`src/rtl/cfgh_pkg.sv`:
```
package cfgh_pkg;
  localparam int BAR_COUNT = 6;
  localparam int DW_ID     = 0;
  localparam int DW_CMD    = 1;
  localparam int DW_CLASS  = 2;
  localparam int DW_HDR    = 3;
  localparam int DW_BAR0   = 4;
  localparam int DW_INTR   = 15;

  function automatic int bar_log2(input logic [5*BAR_COUNT-1:0] packed_log2, input int idx);
    return int'(packed_log2[5*idx +: 5]);
  endfunction
endpackage

```
`src/rtl/cfgh_bar_slot.sv`:
```
module cfgh_bar_slot #(
  parameter bit IS_IO     = 1'b0,
  parameter int SIZE_LOG2 = 12
) (
  input  logic                  clk,
  input  logic                  rst_n,
  input  logic                  wr_hit,
  input  logic [31-SIZE_LOG2:0] wr_base,
  output logic [31:0]           rd_val
);
  localparam int          BASE_W   = 32 - SIZE_LOG2;
  localparam logic [31:0] TYPE_LOW = IS_IO ? 32'h1 : 32'h0;

  logic [BASE_W-1:0] base_q, base_d;

  always_comb begin
    base_d = base_q;
    if (wr_hit) base_d = wr_base;
  end

  always_ff @(posedge clk or negedge rst_n) begin
    if (!rst_n) base_q <= '0;
    else        base_q <= base_d;
  end

  assign rd_val = {base_q, {SIZE_LOG2{1'b0}}} | TYPE_LOW;
endmodule

```
`src/rtl/cfgh_read_mux.sv`:
```
module cfgh_read_mux
  import cfgh_pkg::*;
#(
  parameter logic [15:0] VENDOR_ID  = 16'h0,
  parameter logic [15:0] DEVICE_ID  = 16'h0,
  parameter logic [23:0] CLASS_CODE = 24'h0,
  parameter logic [7:0]  REVISION   = 8'h0,
  parameter bit          MULTI_FUNC = 1'b0
) (
  input  logic [5:0]                 word,
  input  logic [15:0]                cmd,
  input  logic [7:0]                 intr_line,
  input  logic [BAR_COUNT-1:0][31:0] bar_rd,
  output logic [31:0]                data
);
  always_comb begin
    data = 32'h0;
    case (int'(word))
      DW_ID:    data = {DEVICE_ID, VENDOR_ID};
      DW_CMD:   data = {16'h0, cmd};
      DW_CLASS: data = {CLASS_CODE, REVISION};
      DW_HDR:   data = {8'h0, MULTI_FUNC, 7'h0, 16'h0};
      DW_INTR:  data = {24'h0, intr_line};
      default: begin
        if (word >= 6'(DW_BAR0) && word < 6'(DW_BAR0 + BAR_COUNT))
          data = bar_rd[word - 6'(DW_BAR0)];
      end
    endcase
  end
endmodule

```
`src/rtl/cfgh_type0_hdr.sv`:
```
module cfgh_type0_hdr
  import cfgh_pkg::*;
#(
  parameter logic [15:0] VENDOR_ID  = 16'h1234,
  parameter logic [15:0] DEVICE_ID  = 16'h5678,
  parameter logic [23:0] CLASS_CODE = 24'h020000,
  parameter logic [7:0]  REVISION   = 8'h01,
  parameter bit          MULTI_FUNC = 1'b0,
  parameter logic [5:0]  BAR_EN     = 6'b000011,
  parameter logic [5:0]  BAR_IO     = 6'b000010,
  parameter logic [29:0] BAR_LOG2   = {5'd0, 5'd0, 5'd0, 5'd0, 5'd8, 5'd12}
) (
  input  logic        clk,
  input  logic        rst_n,
  input  logic        rd_en,
  input  logic        wr_en,
  input  logic [5:0]  cfg_dword,
  input  logic [31:0] wr_data,
  output logic [31:0] rd_data
);
  logic [15:0]                cmd_q, cmd_d;
  logic [7:0]                 intr_q, intr_d;
  logic [31:0]                rd_q, rd_d, mux_val;
  logic [BAR_COUNT-1:0][31:0] bar_rd;

  for (genvar i = 0; i < BAR_COUNT; i++) begin : g_bar
    if (BAR_EN[i]) begin : g_on
      localparam int LG = bar_log2(BAR_LOG2, i);
      logic hit;
      assign hit = wr_en && (cfg_dword == 6'(DW_BAR0 + i));
      cfgh_bar_slot #(.IS_IO(BAR_IO[i]), .SIZE_LOG2(LG)) u_slot (
        .clk    (clk),
        .rst_n  (rst_n),
        .wr_hit (hit),
        .wr_base(wr_data[31:LG]),
        .rd_val (bar_rd[i])
      );
    end else begin : g_off
      assign bar_rd[i] = 32'h0;
    end
  end

  cfgh_read_mux #(
    .VENDOR_ID (VENDOR_ID),
    .DEVICE_ID (DEVICE_ID),
    .CLASS_CODE(CLASS_CODE),
    .REVISION  (REVISION),
    .MULTI_FUNC(MULTI_FUNC)
  ) u_mux (
    .word     (cfg_dword),
    .cmd      (cmd_q),
    .intr_line(intr_q),
    .bar_rd   (bar_rd),
    .data     (mux_val)
  );

  always_comb begin
    cmd_d  = cmd_q;
    intr_d = intr_q;
    rd_d   = rd_q;
    if (wr_en && cfg_dword == 6'(DW_CMD))  cmd_d  = wr_data[15:0];
    if (wr_en && cfg_dword == 6'(DW_INTR)) intr_d = wr_data[7:0];
    if (rd_en) rd_d = mux_val;
  end

  always_ff @(posedge clk or negedge rst_n) begin
    if (!rst_n) begin
      cmd_q  <= '0;
      intr_q <= '0;
      rd_q   <= '0;
    end else begin
      cmd_q  <= cmd_d;
      intr_q <= intr_d;
      rd_q   <= rd_d;
    end
  end

  assign rd_data = rd_q;
endmodule

```
`config.mk`:
```
export PLATFORM = sky130hd
export DESIGN_NAME = cfgh_type0_hdr
export DESIGN_NICKNAME = d
export VERILOG_FILES = /design/src/rtl/cfgh_pkg.sv /design/src/rtl/cfgh_bar_slot.sv /design/src/rtl/cfgh_read_mux.sv /design/src/rtl/cfgh_type0_hdr.sv
export SDC_FILE = /design/constraint.sdc
export NUM_CORES = 1
export LEC_CHECK = 0
export CAP_MARGIN = 40
export CELL_PAD_IN_SITES_DETAIL_PLACEMENT = 0
export CELL_PAD_IN_SITES_GLOBAL_PLACEMENT = 1
export CORE_ASPECT_RATIO = 1.4
export CORE_MARGIN = 8
export CORE_UTILIZATION = 40
export CTS_BUF_LIST = sky130_fd_sc_hd__clkbuf_2 sky130_fd_sc_hd__clkbuf_4 sky130_fd_sc_hd__clkbuf_8
export DETAILED_ROUTE_END_ITERATION = 10
export PLACE_DENSITY_LB_ADDON = 0.1
export SLEW_MARGIN = 25
export SYNTH_ARGS = -nofsm -noshare
export SYNTH_HDL_FRONTEND = slang
export SYNTH_SLANG_ARGS = --single-unit
export TNS_END_PERCENT = 1
```
`constraint.sdc`:
```
create_clock -name clk -period 0.8 [get_ports clk]
set_input_delay 0.08 -clock clk [delete_from_list [all_inputs] [get_ports clk]]
set_output_delay 0.08 -clock clk [all_outputs]
set_load 0.05 [all_outputs]
```
==> results.md <==
* Outcome: finished, violations left
* Violated checks: setup timing
* Synth cell types at 34
* Final period util at 137%
* Sum Neg Setup Slack at -25,830 ps
* Clock Tree Buf Depth at 2
* I/O pins at 74
* Largest family of logic cells by synthesized area: multiplexers
* Simple-gate share of the synthesized area at 6.11%
* Clock root buffer: clkbuf_8
* Drt pass-1 iters at 4
* Leak at 2.80 nW
* RSZ-0062 raised after global routing: yes
* Synth Area per Inst at 13.4 um^2
* Num CTS Buffers at 9
* Worst Skew at 9.00 ps
* Initial DRC Count at 101
* Initial core utilization at 41.1%
* Total chip power at 10.5 mW
* Synth Net Count at 362
* Fin worst setup slack at -292 ps
* Tmin final at 1090 ps
* Fillcell total at 849
* Fin. max-slew vios at 0
* CP Capture Type: flip-flop
* Synthesis-stage register bit count at 100
* Routed via count at 2,883
* Initial antenna violation count at 0
* MaxCap Viol Count at 0
* Row count at 44
* Compound-Gate Fraction of Synth Area at 7.37%
* Total grt overflow at 0
* Vias in the first global route at 3,075
* Arr. time, crit path at 1350 ps
* Yosys warns at 0
* Die area at 0.0143 mm^2
* Final nets at 466
* Synth Instances at 320
* Global Route Usage Sum at 15.0%
* Actual slew at the worst max-slew pin at 333 ps
* Critical path class: in2reg
* Final instance area at 0.00605 mm^2
* Detail Route Antenna Nets at 0
* Drt drc at 0
* DP Wirelength at 6940 um
* Post-Synth Adder-Cell Area at 0%
* Gpl congestion at 0.788
* Mux contribution to synthesized area at 23.9%
* Final Hold Fails at 0
* Share of post-route cells with drive strength above 1 at 41.7%
* Core Box Area at 0.0104 mm^2
* Chip width at 103 um
* DP Area at 0.00573 mm^2
* Global-route wire length before repair at 16,500 um
* Die Span Y at 138 um
* CTS tree: yes
* Htree depth at 3
* IO buf count at 73
* Slew headroom at 77.6%
* Placed insts at 547
* Diode count at 0
* Pre-CTS setup slack at -1110 ps
* Finished Layout Cells at 567
* Vias per inst at 5.08
* Worst-path maximum fanout at 8
* Sequential share of the synthesized area at 58.5%
* CP Launch Type: input pin
* Clock Latency Late Sink at 360 ps
* Synth Area in XOR/XNOR at 0%
* Largest net degree at the start of global routing at 62
* Routed wire per std cell at 17.8 um
* Post-synth design cell area at 0.00428 mm^2
* Clk sinks at 100
* WL final at 10,100 um
* Fmax achieved at 916 MHz
* Max IR drop VDD at 0.957 mV
* Area added between synthesis and finish at 41.4%
* Hold WC Path Type: in2reg
* Setup Viol. Count Final at 129
* Power Density at 1740 mW/mm^2
* Required time of the critical path at 1050 ps
* Clock transition at path regs at 90 ps
registers in the layout, summed over array words and instances, names as in the netlist:
register	count
rd_data	32
g_bar.g_on.u_slot.base_q	44
intr_q	8
cmd_q	16
cell type report:
| type | instances | area (um^2) | area share [%] |
|---|---|---|---|
| timing repair buffer | 110 | 1420 | 23.5 |
| multi-input combinational | 181 | 1680 | 27.8 |
| clock buffer | 13 | 166 | 2.75 |
| tap | 138 | 173 | 2.85 |
| sequential | 100 | 2500 | 41.4 |
| clock inverter | 3 | 21.3 | 0.352 |
| inverter | 22 | 82.6 | 1.37 |
layer usage:
metal  GRT usage, %  wire (um)  share of wire [%]  vias up
met5              0          0                  0        -
met4           5.13        126                1.3        0
met3           4.12        545                5.4        9
met2           24.2       5150                 51       58
met1           18.4       4260                 42     1466
li1               -          -                  -     1350
cells in the final DEF (no fill, tap or decap), types with 2 or more instances in the layout:
master           synthesis  layout
dfrtp_1                100     100
mux2_2                  58      58
buf_12                   0      38
clkdlybuf4s50_1          0      32
buf_4                    0      24
inv_1                   22      22
mux2i_1                 22      22
o22ai_1                 16      12
clkbuf_8                 0      11
mux2_4                  10      10
nor2_1                  10      10
o22a_1                   7       7
buf_6                    1       7
nor2b_1                  6       6
nand3_1                  9       6
o21ai_1                  0       5
nand2_1                  6       4
o22ai_2                  0       4
a31oi_1                  4       4
a22oi_1                  4       4
nand3_2                  0       3
o221ai_1                 4       3
buf_2                    5       3
nand2_2                  0       2
nand4b_1                 2       2
a21oi_1                  2       2
nor3_1                   2       2
clkbuf_4                 0       2
clkdlybuf4s15_2          0       2
buf_8                    1       2
through the flow:
step,util [%],hold WS (ps)
5_1_grt,58.1,138
4_1_cts,57.8,108
3_3_place_gp,55.0,74.1
3_5_place_dp,55.0,79.8
2_1_floorplan,-,-216
6_report,58.1,128
critical path, stage by stage:
cell and delay, ps:
buf_8 100, nor4_4 330, and3b_2 360, nand2_4 150, mux2_4 320
final timing paths:
check / startpoint / end / slack [ps] / cells after the start
worst max-delay path: cfg_dword[3] / cmd_q[9]$_DFFE_PN0P_ / -290 / 5
worst min-delay path: rd_en / rd_data[12]$_DFFE_PN0P_ / 130 / 3
worst max register to register: cmd_q[0]$_DFFE_PN0P_ / rd_data[0]$_DFFE_PN0P_ / -130 / 3
worst min register to register: g_bar[1].g_on.u_slot.base_q[16]$_DFFE_PN0P_ / g_bar[1].g_on.u_slot.base_q[16]$_DFFE_PN0P_ / 510 / 1
max in group asynchronous: rst_n / g_bar[1].g_on.u_slot.base_q[5]$_DFFE_PN0P_ / 260 / 3
min in group asynchronous: rst_n / intr_q[3]$_DFFE_PN0P_ / 220 / 3
kinds of logic (layout without fill, tap and decap cells):
| group | after synthesis | count (layout) |
|---|---|---|
| flops | 100 | 100 |
| compound gates | 46 | 46 |
| buf+inv | 40 | 148 |
| simple gates | 44 | 45 |
| mux | 90 | 90 |
cell usage after synthesis:
master / number / area [um^2]
clkbuf_1: 7 / 26.3
nand4_2: 1 / 12.5
a31oi_1: 4 / 25.0
buf_6: 1 / 11.3
buf_8: 1 / 15.0
buf_1: 4 / 15.0
nor4_4: 1 / 21.3
a21oi_1: 2 / 10.0
mux2_4: 10 / 150
a22oi_1: 4 / 30.0
nand4_1: 1 / 6.26
o221ai_1: 4 / 35.0
nand2_4: 1 / 11.3
nor2b_1: 6 / 37.5
buf_2: 5 / 25.0
o22ai_1: 16 / 100
inv_1: 22 / 82.6
mux2i_1: 22 / 220
nor3_1: 2 / 10.0
nand3b_1: 1 / 7.51
nand2b_1: 1 / 6.26
o211a_1: 1 / 10.0
dfrtp_1: 100 / 2500
o22a_1: 7 / 61.3
a41oi_1: 1 / 8.76
mux2_2: 58 / 653
nand2_1: 6 / 22.5
nor3b_1: 1 / 7.51
nor2_1: 10 / 37.5
nand4b_1: 2 / 17.5
nor3_2: 1 / 10.0
and3b_1: 1 / 8.76
nand3_1: 9 / 45.0
o21ai_0: 7 / 35.0
where the power goes:
part	leakage, nW	internal, mW	total [mW]	switching, mW
combinational	1.37	0.963	1.66	0.695
clock	0.0965	1.37	3.06	1.69
sequential	1.34	5.54	5.82	0.272
total	2.80	7.88	10.5	2.65
timing repair:
item,4_1_cts,5_1_grt
cloned,1,0
setup buffers,2,0
gates resized for setup,45,9
setup endpoints to repair,132,132
hold endpoints to repair,100,0
pin swaps,17,4
hold buffers,1,0
No activity file was read; power rests on OpenSTA's default activity.
